**config.mk**
```make
export PLATFORM = sky130hd
export DESIGN_NAME = line_checksum_unit
export DESIGN_NICKNAME = d
export VERILOG_FILES = /design/src/rtl/lcs_pkg.sv /design/src/rtl/lcs_accum.sv /design/src/rtl/lcs_tx.sv /design/src/rtl/lcs_rx.sv /design/src/rtl/line_checksum_unit.sv
export SDC_FILE = /design/constraint.sdc
export NUM_CORES = 1
export LEC_CHECK = 0
export BUFFER_PORTS_ARGS = -buffer_cell sky130_fd_sc_hd__buf_2
export CORE_UTILIZATION = 50
export DETAILED_ROUTE_END_ITERATION = 8
export HOLD_SLACK_MARGIN = 0.06
export PLACE_DENSITY = 0.71
export SYNTH_ARGS = -nofsm -noshare
export SYNTH_HDL_FRONTEND = slang
export SYNTH_SLANG_ARGS = --single-unit
export TNS_END_PERCENT = 1
```
**constraint.sdc**
```tcl
create_clock -name clk -period 5.45 [get_ports clk]
set_input_delay 1.3625 -clock clk [delete_from_list [all_inputs] [get_ports clk]]
set_output_delay 1.3625 -clock clk [all_outputs]
set_load 0.01 [all_outputs]
```
**src/rtl/lcs_pkg.sv**
```systemverilog
package lcs_pkg;
    localparam int CH_W   = 8;
    localparam int NUM_CH = 3;
    localparam int PIX_W  = CH_W * NUM_CH;

    typedef logic [CH_W-1:0] chan_t;
    // index 0 = blue, 1 = green, 2 = red (red in the top byte)
    typedef logic [NUM_CH-1:0][CH_W-1:0] pix_t;

    typedef struct packed {
        logic lv;
        logic de;
        logic csv;
        pix_t pix;
    } beat_t;

    // ones-complement add: carry out of the top bit wraps into bit 0
    function automatic chan_t oc_add(chan_t a, chan_t b);
        logic [CH_W:0] s;
        s = {1'b0, a} + {1'b0, b};
        return s[CH_W-1:0] + chan_t'(s[CH_W]);
    endfunction
endpackage

```
**src/rtl/lcs_accum.sv**
```systemverilog
module lcs_accum
    import lcs_pkg::*;
(
    input  logic clk,
    input  logic rst,
    input  logic lv,
    input  logic de,
    input  pix_t pix,
    output pix_t sum,
    output logic seen,
    output logic line_end
);
    logic lv_q;
    logic start;
    pix_t nxt;

    assign start    = lv & ~lv_q;
    assign line_end = lv_q & ~lv & seen;

    always_comb begin
        nxt = sum;
        for (int c = 0; c < NUM_CH; c++) begin
            if (start)
                nxt[c] = de ? pix[c] : '0;
            else if (lv && de)
                nxt[c] = oc_add(sum[c], pix[c]);
        end
    end

    always_ff @(posedge clk) begin
        if (rst) begin
            lv_q <= 1'b0;
            seen <= 1'b0;
            sum  <= '0;
        end else begin
            lv_q <= lv;
            sum  <= nxt;
            if (start)
                seen <= de;
            else if (lv && de)
                seen <= 1'b1;
        end
    end

    // seen may only drop when a new line starts
    assert_restart_only_at_line_start_R4: assert property (
        @(posedge clk) disable iff (rst)
        $fell(seen) |-> $past(lv && !lv_q));
endmodule

```
**src/rtl/lcs_tx.sv**
```systemverilog
module lcs_tx
    import lcs_pkg::*;
(
    input  logic  clk,
    input  logic  rst,
    input  logic  enable,
    input  beat_t in_b,
    output beat_t out_b
);
    pix_t acc_sum;
    logic acc_seen;
    logic acc_end;

    lcs_accum u_acc (
        .clk      (clk),
        .rst      (rst),
        .lv       (in_b.lv),
        .de       (in_b.de),
        .pix      (in_b.pix),
        .sum      (acc_sum),
        .seen     (acc_seen),
        .line_end (acc_end)
    );

    always_ff @(posedge clk) begin
        if (rst) begin
            out_b <= '0;
        end else if (enable && acc_end) begin
            out_b.lv  <= 1'b0;
            out_b.de  <= 1'b0;
            out_b.csv <= 1'b1;
            out_b.pix <= ~acc_sum;
        end else begin
            out_b.lv  <= in_b.lv;
            out_b.de  <= in_b.de;
            out_b.csv <= 1'b0;
            out_b.pix <= in_b.pix;
        end
    end

    assert_csv_single_cycle_R3: assert property (
        @(posedge clk) disable iff (rst)
        out_b.csv |=> !out_b.csv);

    assert_csv_after_line_fall_R3: assert property (
        @(posedge clk) disable iff (rst)
        out_b.csv |-> (!$past(in_b.lv) && $past(in_b.lv, 2)));

    assert_csv_needs_pixels_R5: assert property (
        @(posedge clk) disable iff (rst)
        out_b.csv |-> $past(acc_seen));

    assert_csv_needs_enable_R6: assert property (
        @(posedge clk) disable iff (rst)
        out_b.csv |-> $past(enable));
endmodule

```
**src/rtl/lcs_rx.sv**
```systemverilog
module lcs_rx
    import lcs_pkg::*;
(
    input  logic  clk,
    input  logic  rst,
    input  logic  enable,
    input  beat_t in_b,
    input  logic  clr,
    output logic  err
);
    pix_t acc_sum;
    logic acc_seen;
    logic acc_end;
    logic pending;
    logic armed;
    logic [NUM_CH-1:0] ch_ok;
    logic bad;

    lcs_accum u_acc (
        .clk      (clk),
        .rst      (rst),
        .lv       (in_b.lv),
        .de       (in_b.de),
        .pix      (in_b.pix),
        .sum      (acc_sum),
        .seen     (acc_seen),
        .line_end (acc_end)
    );

    generate
        for (genvar c = 0; c < NUM_CH; c++) begin : g_cmp
            assign ch_ok[c] = (oc_add(acc_sum[c], in_b.pix[c]) == '1);
        end
    endgenerate

    assign armed = pending | acc_end;
    assign bad   = enable & in_b.csv & armed & ~(&ch_ok);

    always_ff @(posedge clk) begin
        if (rst) begin
            pending <= 1'b0;
            err     <= 1'b0;
        end else begin
            if (in_b.csv || in_b.lv)
                pending <= 1'b0;
            else if (acc_end)
                pending <= 1'b1;
            err <= bad | (err & ~clr);
        end
    end

    assert_err_from_checksum_R7: assert property (
        @(posedge clk) disable iff (rst)
        $rose(err) |-> $past(in_b.csv && enable));

    assert_err_after_real_line_R5: assert property (
        @(posedge clk) disable iff (rst)
        $rose(err) |-> $past(acc_seen));

    assert_err_sticky_R8: assert property (
        @(posedge clk) disable iff (rst)
        $fell(err) |-> $past(clr));
endmodule

```
**src/rtl/line_checksum_unit.sv**
```systemverilog
module line_checksum_unit
    import lcs_pkg::*;
(
    input  logic             clk,
    input  logic             rst,
    input  logic             enable,
    input  logic             tx_lv,
    input  logic             tx_de,
    input  logic [PIX_W-1:0] tx_pix,
    output logic             tx_out_lv,
    output logic             tx_out_de,
    output logic [PIX_W-1:0] tx_out_pix,
    output logic             tx_out_csv,
    input  logic             rx_lv,
    input  logic             rx_de,
    input  logic [PIX_W-1:0] rx_pix,
    input  logic             rx_csv,
    input  logic             status_wr,
    output logic             csum_err
);
    beat_t tx_in_b;
    beat_t tx_out_b;
    beat_t rx_in_b;

    assign tx_in_b = '{lv: tx_lv, de: tx_de, csv: 1'b0, pix: tx_pix};
    assign rx_in_b = '{lv: rx_lv, de: rx_de, csv: rx_csv, pix: rx_pix};

    lcs_tx u_tx (
        .clk    (clk),
        .rst    (rst),
        .enable (enable),
        .in_b   (tx_in_b),
        .out_b  (tx_out_b)
    );

    lcs_rx u_rx (
        .clk    (clk),
        .rst    (rst),
        .enable (enable),
        .in_b   (rx_in_b),
        .clr    (status_wr),
        .err    (csum_err)
    );

    assign tx_out_lv  = tx_out_b.lv;
    assign tx_out_de  = tx_out_b.de;
    assign tx_out_pix = tx_out_b.pix;
    assign tx_out_csv = tx_out_b.csv;
endmodule

```
==> results.yml, run 1 <==
critical_path:
  cp_top_family: "simple AND/OR/NAND/NOR gates"
  end_kind: "flop"
  slowest_delay_ns: 0.42
  critPathLaunchType: "input port"
  cp_slowest_cell: "fa_1"
  cp.required_ns: 5.68
  reg2reg_depth: 16
  critPathBufInv: 1
  crit_cells: 17
  path_cells: "buf_2, ha_1, fa_1, a211oi_1, nor2_1, o31a_1, o21ai_0, nand2b_1, ha_1, ha_1, nand4_1, nor3b_1, nand4_1, nor4bb_1, and4b_1, nand4b_1, o31a_1"
  crit_path_frequent_cell: "ha_1"
  critPathMaxFanout: 5
  path_class: "in2reg"
  crit_arrival_ns: 4.96
clock_tree:
  cts_resized: 0
  cts_buffers: 9
  cts_tree: "built"
  htree_levels: 3
  cts_root_buf: "clkbuf_16"
  post_cts_buffers: 0
  clkTransAtPathRegs_ns: 0.07
  holdBufCountCts: 0
  clkLatencyLatePin_ns: 0.34
  clk_path_buf_depth: 2
  cts.sinks: 81
global_routing:
  grt_antenna_before_repair: 1
  grt_pass1_wl_um: 26600
  gr-total-overflow: 0
  gr-usage-all-layers_pct: 26.30
  grt_pass1_vias: 5457
  grt_max_degree: 55
logic_synthesis:
  yosysSeqAreaShare_pct: 26.66
  netlist_area_um2: 6083
  yosys_warnings: 0
  synthMuxAreaShare_pct: 0.3291
  synthTopCellsByCount: "nor2_1, dfxtp_1, ha_1, nand2_1, a21oi_1"
  synth_xor_area_share_pct: 7.075
  syn_nets: 884
  ys_ff_latch: 81
  synthCells: 760
  synthAdderAreaFrac_pct: 14.52
  synth_edf_count: 0
  netlist_top_cells_area: "dfxtp_1, ha_1, nor2_1"
  synth_top_family_by_area: "compound AO/OA/AOI/OAI gates"
  postSynthAreaPerCell_um2: 8.004
  synth_most_common_cell: "nor2_1"
  async_flop_share_pct: 0
  synth_compound_area_share_pct: 27.46
  synth_top_area_share_pct: 26.66
  synth-simple-area-share_pct: 21.02
  yosysTopAreaCell: "dfxtp_1"
  ys_types: 66
  ys.flop_type: "dfxtp_1"
floorplan:
  dieArea_um2: 12610
  start_util_pct: 52.38
  boundaryPins: 85
  core-area_um2: 11610
  num_rows: 39
  die_w_um: 112.3
  die_h_um: 112.3
routing:
  drt_pass1_iterations: 6
  wirelength_um: 16430
  wl_per_cell_um: 16.92
  drt_iter0_markers: 411
  vias: 5899
  via_per_inst: 6.075
  final_antenna_net_count: 0
  drc: 3
finish:
  stdcell_count: 971
  syn2layout_area_growth_pct: 12.42
  drive_gt1_share_pct: 13.42
  fin_nets: 946
  stdcell_area_um2: 6839
  fillerInstances: 1076
  regArea_um2: 1622
  multi_input_area_um2: 4287
hold_path:
  whs_path_depth: 2
  min_path_type: "reg2reg"
job:
  cap_violations: 0
placement:
  hpwl_um: 11950
  place_inst: 954
  place_area_um2: 6571
  gp_congestion: 0.9561
  port_buffers: 84
timing:
  fin_crit_sh_pct: 86.78
  finalSetupViolCount: 0
  hold_viol_final: 0
  worst_pin_slew_ns: 1.020
  fin_setup_tns_ns: 0
  max_slew_margin_pct: 31.61
  slew_viol_final: 0
  rsz0062_at_grt: "false"
  max_clock_freq_mhz: 211.4
  finClkSkew_ns: 0.008471
  min_period_ns: 4.730
pwr:
  p_int_mw: 1.178
  p_sw_share_pct: 34.01
  irDropWorstVdd_mv: 0.1541
  power_frac_seq_pct: 36.8
  combPwrFrac_pct: 31.2
  p_per_area_nw_per_um2: 261.0
  power_frac_clock_pct: 31.9
  p_leak_nw: 3.225
  p_sw_uw: 607.2
outcome:
  violations: "DRC"
  status: "finished with violations"
## power by group through the flow
stage / Clock (mW) / Combinational (mW) / Sequential, mW
2_1_floorplan: 0 / 0.403 / 0.668
3_3_place_gp: 0 / 0.533 / 0.669
3_5_place_dp: 0 / 0.546 / 0.670
4_1_cts: 0.578 / 0.550 / 0.657
5_1_grt: 0.604 / 0.620 / 0.662
6_report: 0.570 / 0.557 / 0.658
## metrics by stage
stage          utilization, %  total power, mW  hold slack [ns]  setup slack (ns)
4_1_cts                 58.87            1.785           0.4668            0.7574
2_1_floorplan               -            1.071           0.4356            0.8631
6_report                58.89            1.785           0.4705            0.7202
3_3_place_gp            56.58            1.202           0.4496            0.4820
5_1_grt                 58.89            1.885           0.4881            0.4532
3_5_place_dp            56.58            1.216           0.4579            0.3996
## cells by family (layout without fill, tap and decap cells)
group | Yosys count | in the layout
xor+xnor | 36 | 36
simple gates | 280 | 280
compound gates | 247 | 247
other cells | 0 | 1
fa+ha+maj | 67 | 67
flops | 81 | 81
mux | 2 | 2
buf+inv | 47 | 114
## cell usage in the layout, fill, tap and decap left out, types with 20 or more instances in the layout
cell type  netlist  layout
a21oi_1         57      57
o21ai_0         50      50
dfxtp_1         81      81
ha_1            61      61
nor2_1         121     121
nor3_1          23      23
a211oi_1        32      32
buf_2            1      84
nand2_1         58      58
nand3_1         20      20
## sequential cells by signal, summed over array words and instances (netlist names)
register         count
u_rx.u_acc.sum      24
u_rx.err             1
u_tx.u_acc.sum      24
u_tx.u_acc.lv_q      1
u_rx.u_acc.seen      1
u_rx.pending         1
u_tx.u_acc.seen      1
u_tx.out_b          27
u_rx.u_acc.lv_q      1
## tightest hold or removal path, stage by stage (launching register included)
cell     delay [ns]
dfxtp_1        0.31
nand2_1        0.06
a21oi_1        0.05
## path summary, 6_finish.rpt
path                      startpoint                 to  slack (ns)
setup / recovery          rx_pix[16]           u_rx.err        0.72
hold / removal     u_rx.u_acc.sum[5]  u_rx.u_acc.sum[5]        0.47
setup reg to reg  u_rx.u_acc.sum[16]           u_rx.err        1.56
hold reg to reg    u_rx.u_acc.sum[5]  u_rx.u_acc.sum[5]        0.47
## per-layer routing
metal | global-route usage (%) | wire length (µm) | vias to the layer above
li1 | - | - | 2949
met1 | 36.74 | 7730 | 2747
met2 | 41.74 | 7344 | 183
met3 | 3.510 | 1071 | 20
met4 | 9.156 | 278 | 0
met5 | 0 | 0 | -
## layout make-up
class / count / share of cell area, %
sequential: 81 / 23.71
inverter: 11 / 0.6037
tap: 143 / 2.616
clock buffer: 12 / 3.458
multi-input combinational: 632 / 62.68
timing repair buffer: 87 / 6.476
clock inverter: 4 / 0.4208
antenna: 1 / 0.03659
Note: power is estimated with default switching activity, not from simulation.
==> run 2: changes to the inputs <==
--- a/config.mk
+++ b/config.mk
@@ -5,7 +5,8 @@
 export SDC_FILE = /design/constraint.sdc
 export NUM_CORES = 1
 export LEC_CHECK = 0
-export BUFFER_PORTS_ARGS = -buffer_cell sky130_fd_sc_hd__buf_2
+export BUFFER_PORTS_ARGS = -buffer_cell sky130_fd_sc_hd__buf_4
+export CORE_MARGIN = 1.5
 export CORE_UTILIZATION = 50
 export DETAILED_ROUTE_END_ITERATION = 8
 export HOLD_SLACK_MARGIN = 0.06
==> run 2 against run 1 <==
The run now ends clean. Sequential power is essentially flat. Routed wire length grew 0.96%. Sequential share of layout area shrank 0.80 points. Clock skew is essentially flat. Via count grew 1.2%. Global-route usage is essentially flat. Critical path depth is the same. Combinational power grew 3%. Fmax grew 1.4%. Register-to-register slack gained 0.06 ns. Utilization grew 0.30 points. Critical path type unchanged. Highest routed layer unchanged.
==> results.yml, run 2 (synthesis results as in run 1) <==
pwr:
  irDropWorstVdd_mv: 0.1517
  p_leak_nw: 3.305
  p_total_mw: 1.865
  p_per_area_nw_per_um2: 263.5
finish:
  fillerInstances: 1089
  fin_util_pct: 59.18
  drive_gt1_share_pct: 13.68
  final_cell_mix: "nor2_1, buf_4, dfxtp_1, ha_1, nand2_1"
  final_common_cell: "nor2_1"
  regMostFlops: "u_tx.out_b"
  stdcell_area_um2: 7079
  fin_nets: 945
  largest_reg_flops: 27
  diodes: 0
  largestRegisters: "u_tx.out_b x27, u_rx.u_acc.sum x24, u_tx.u_acc.sum x24"
  syn2layout_area_growth_pct: 16.37
floorplan:
  num_rows: 40
  boundaryPins: 85
  die_w_um: 113.3
  dieArea_um2: 12840
  core-area_um2: 11960
  start_util_pct: 50.86
  die_h_um: 113.3
placement:
  gp_congestion: 1.009
  hpwl_um: 11970
  port_buffers: 84
  place_area_um2: 6779
timing:
  worst_pin_slew_ns: 1.091
  max_slew_margin_pct: 26.87
  rsz0062_at_grt: "false"
  whs_ns: 0.4669
  hold_viol_final: 0
  slew_viol_final: 0
  fin_setup_tns_ns: 0
  finClkSkew_ns: 0.008685
  finalSetupViolCount: 0
  min_period_ns: 4.666
  fin_crit_sh_pct: 85.61
  max_clock_freq_mhz: 214.3
critical_path:
  crit_arrival_ns: 4.91
  cp-startpoint: "rx_pix[16]"
  reg2reg_depth: 16
  cp.required_ns: 5.69
  cp-endpoint: "u_rx.err"
  path_class: "in2reg"
  critPathLaunchType: "input port"
  r2r_slack_ns: 1.62
  regToRegEndpoint: "u_rx.err"
  r2r_start: "u_rx.u_acc.sum[16]"
  critPathMaxFanout: 5
  end_kind: "flop"
global_routing:
  grt_pass1_vias: 5600
  gr-usage-all-layers_pct: 26.32
  grt_pass1_wl_um: 27100
  grt_max_degree: 83
  gr-total-overflow: 0
  grt_antenna_before_repair: 0
routing:
  vias: 5972
  drt_iter0_markers: 343
  wirelength_um: 16580
  drt_pass1_iterations: 5
  via_per_inst: 6.138
  final_antenna_net_count: 0
  drc: 0
  wl_per_cell_um: 17.04
clock_tree:
  cts_buffers: 9
  holdBufCountCts: 0
  post_cts_buffers: 0
  clkLatencyLatePin_ns: 0.36
  cts_resized: 0
  cts_root_buf: "clkbuf_16"
  htree_levels: 3
  clk_path_buf_depth: 2
  clkTransAtPathRegs_ns: 0.07
  cts_tree: "built"
  cts.sinks: 81
job:
  cap_violations: 0
outcome:
  status: "completed"
hold_path:
  min_path_type: "reg2reg"
[run 2: cell count changes in the layout (fill, tap and decap cells not counted), sizes merged]
cell      previous run  this run
inv                 11        13
diode                1         0
clkinvlp             2         0
buf                 87        86
clkinv               2         4
bufinv               0         1
clkbuf              12         9
[run 2: worst max-delay path, cell delays in order]
cell and delay (ns):
buf_4 0.12, ha_1 0.23, fa_1 0.42, a211oi_1 0.35, nor2_1 0.17, o31a_1 0.28
o21ai_0 0.15, nand2b_1 0.08, ha_1 0.23, ha_1 0.31, nand4_1 0.10, nor3b_1 0.20
nand4_1 0.11, nor4bb_1 0.27, and4b_1 0.22, nand4b_1 0.08, o31a_1 0.24
[run 2: routing by layer]
metal  up-vias  GRT usage [%]  part of all wire (%)
li1       2939              -                     -
met1      2822          36.94                    48
met2       180          40.48                    44
met3        31          5.303                   5.8
met4         0          8.917                   2.3
met5         -              0                     0
[run 2: worst min path at each step]
stage	cells after the start	endpoint	slack, ns	startpoint
floorplan	2	u_rx.u_acc.sum[5]	0.44	u_rx.u_acc.sum[5]
global placement	2	u_rx.u_acc.sum[5]	0.45	u_rx.u_acc.sum[5]
detailed placement	2	u_rx.u_acc.sum[5]	0.46	u_rx.u_acc.sum[5]
CTS	2	u_rx.u_acc.sum[5]	0.47	u_rx.u_acc.sum[5]
global route	2	u_rx.u_acc.sum[5]	0.51	u_rx.u_acc.sum[5]
finish	2	u_rx.u_acc.sum[5]	0.47	u_rx.u_acc.sum[5]
[run 2: through the flow]
step	setup slack [ns]	cells
5_1_grt	0.5790	973
3_5_place_dp	0.4588	957
6_report	0.7842	973
4_1_cts	0.8160	973
2_1_floorplan	0.8631	760
3_3_place_gp	0.4833	957
[run 2: final cells by class]
class | count | area [µm²] | share of cell area, %
Sequential cell | 81 | 1622 | 22.91
Inverter | 11 | 41.29 | 0.5832
Clock buffer | 9 | 225.2 | 3.181
Multi-Input combinational cell | 632 | 4287 | 60.55
Tap cell | 147 | 183.9 | 2.598
Clock inverter | 7 | 75.07 | 1.060
Timing Repair Buffer | 86 | 645.6 | 9.120
[run 2: power breakdown]
group          switching [mW]  leakage, nW  internal (mW)
sequential             0.0276        0.670          0.631
combinational           0.321         2.48          0.253
clock                   0.274        0.151          0.359
total                   0.622         3.31           1.24
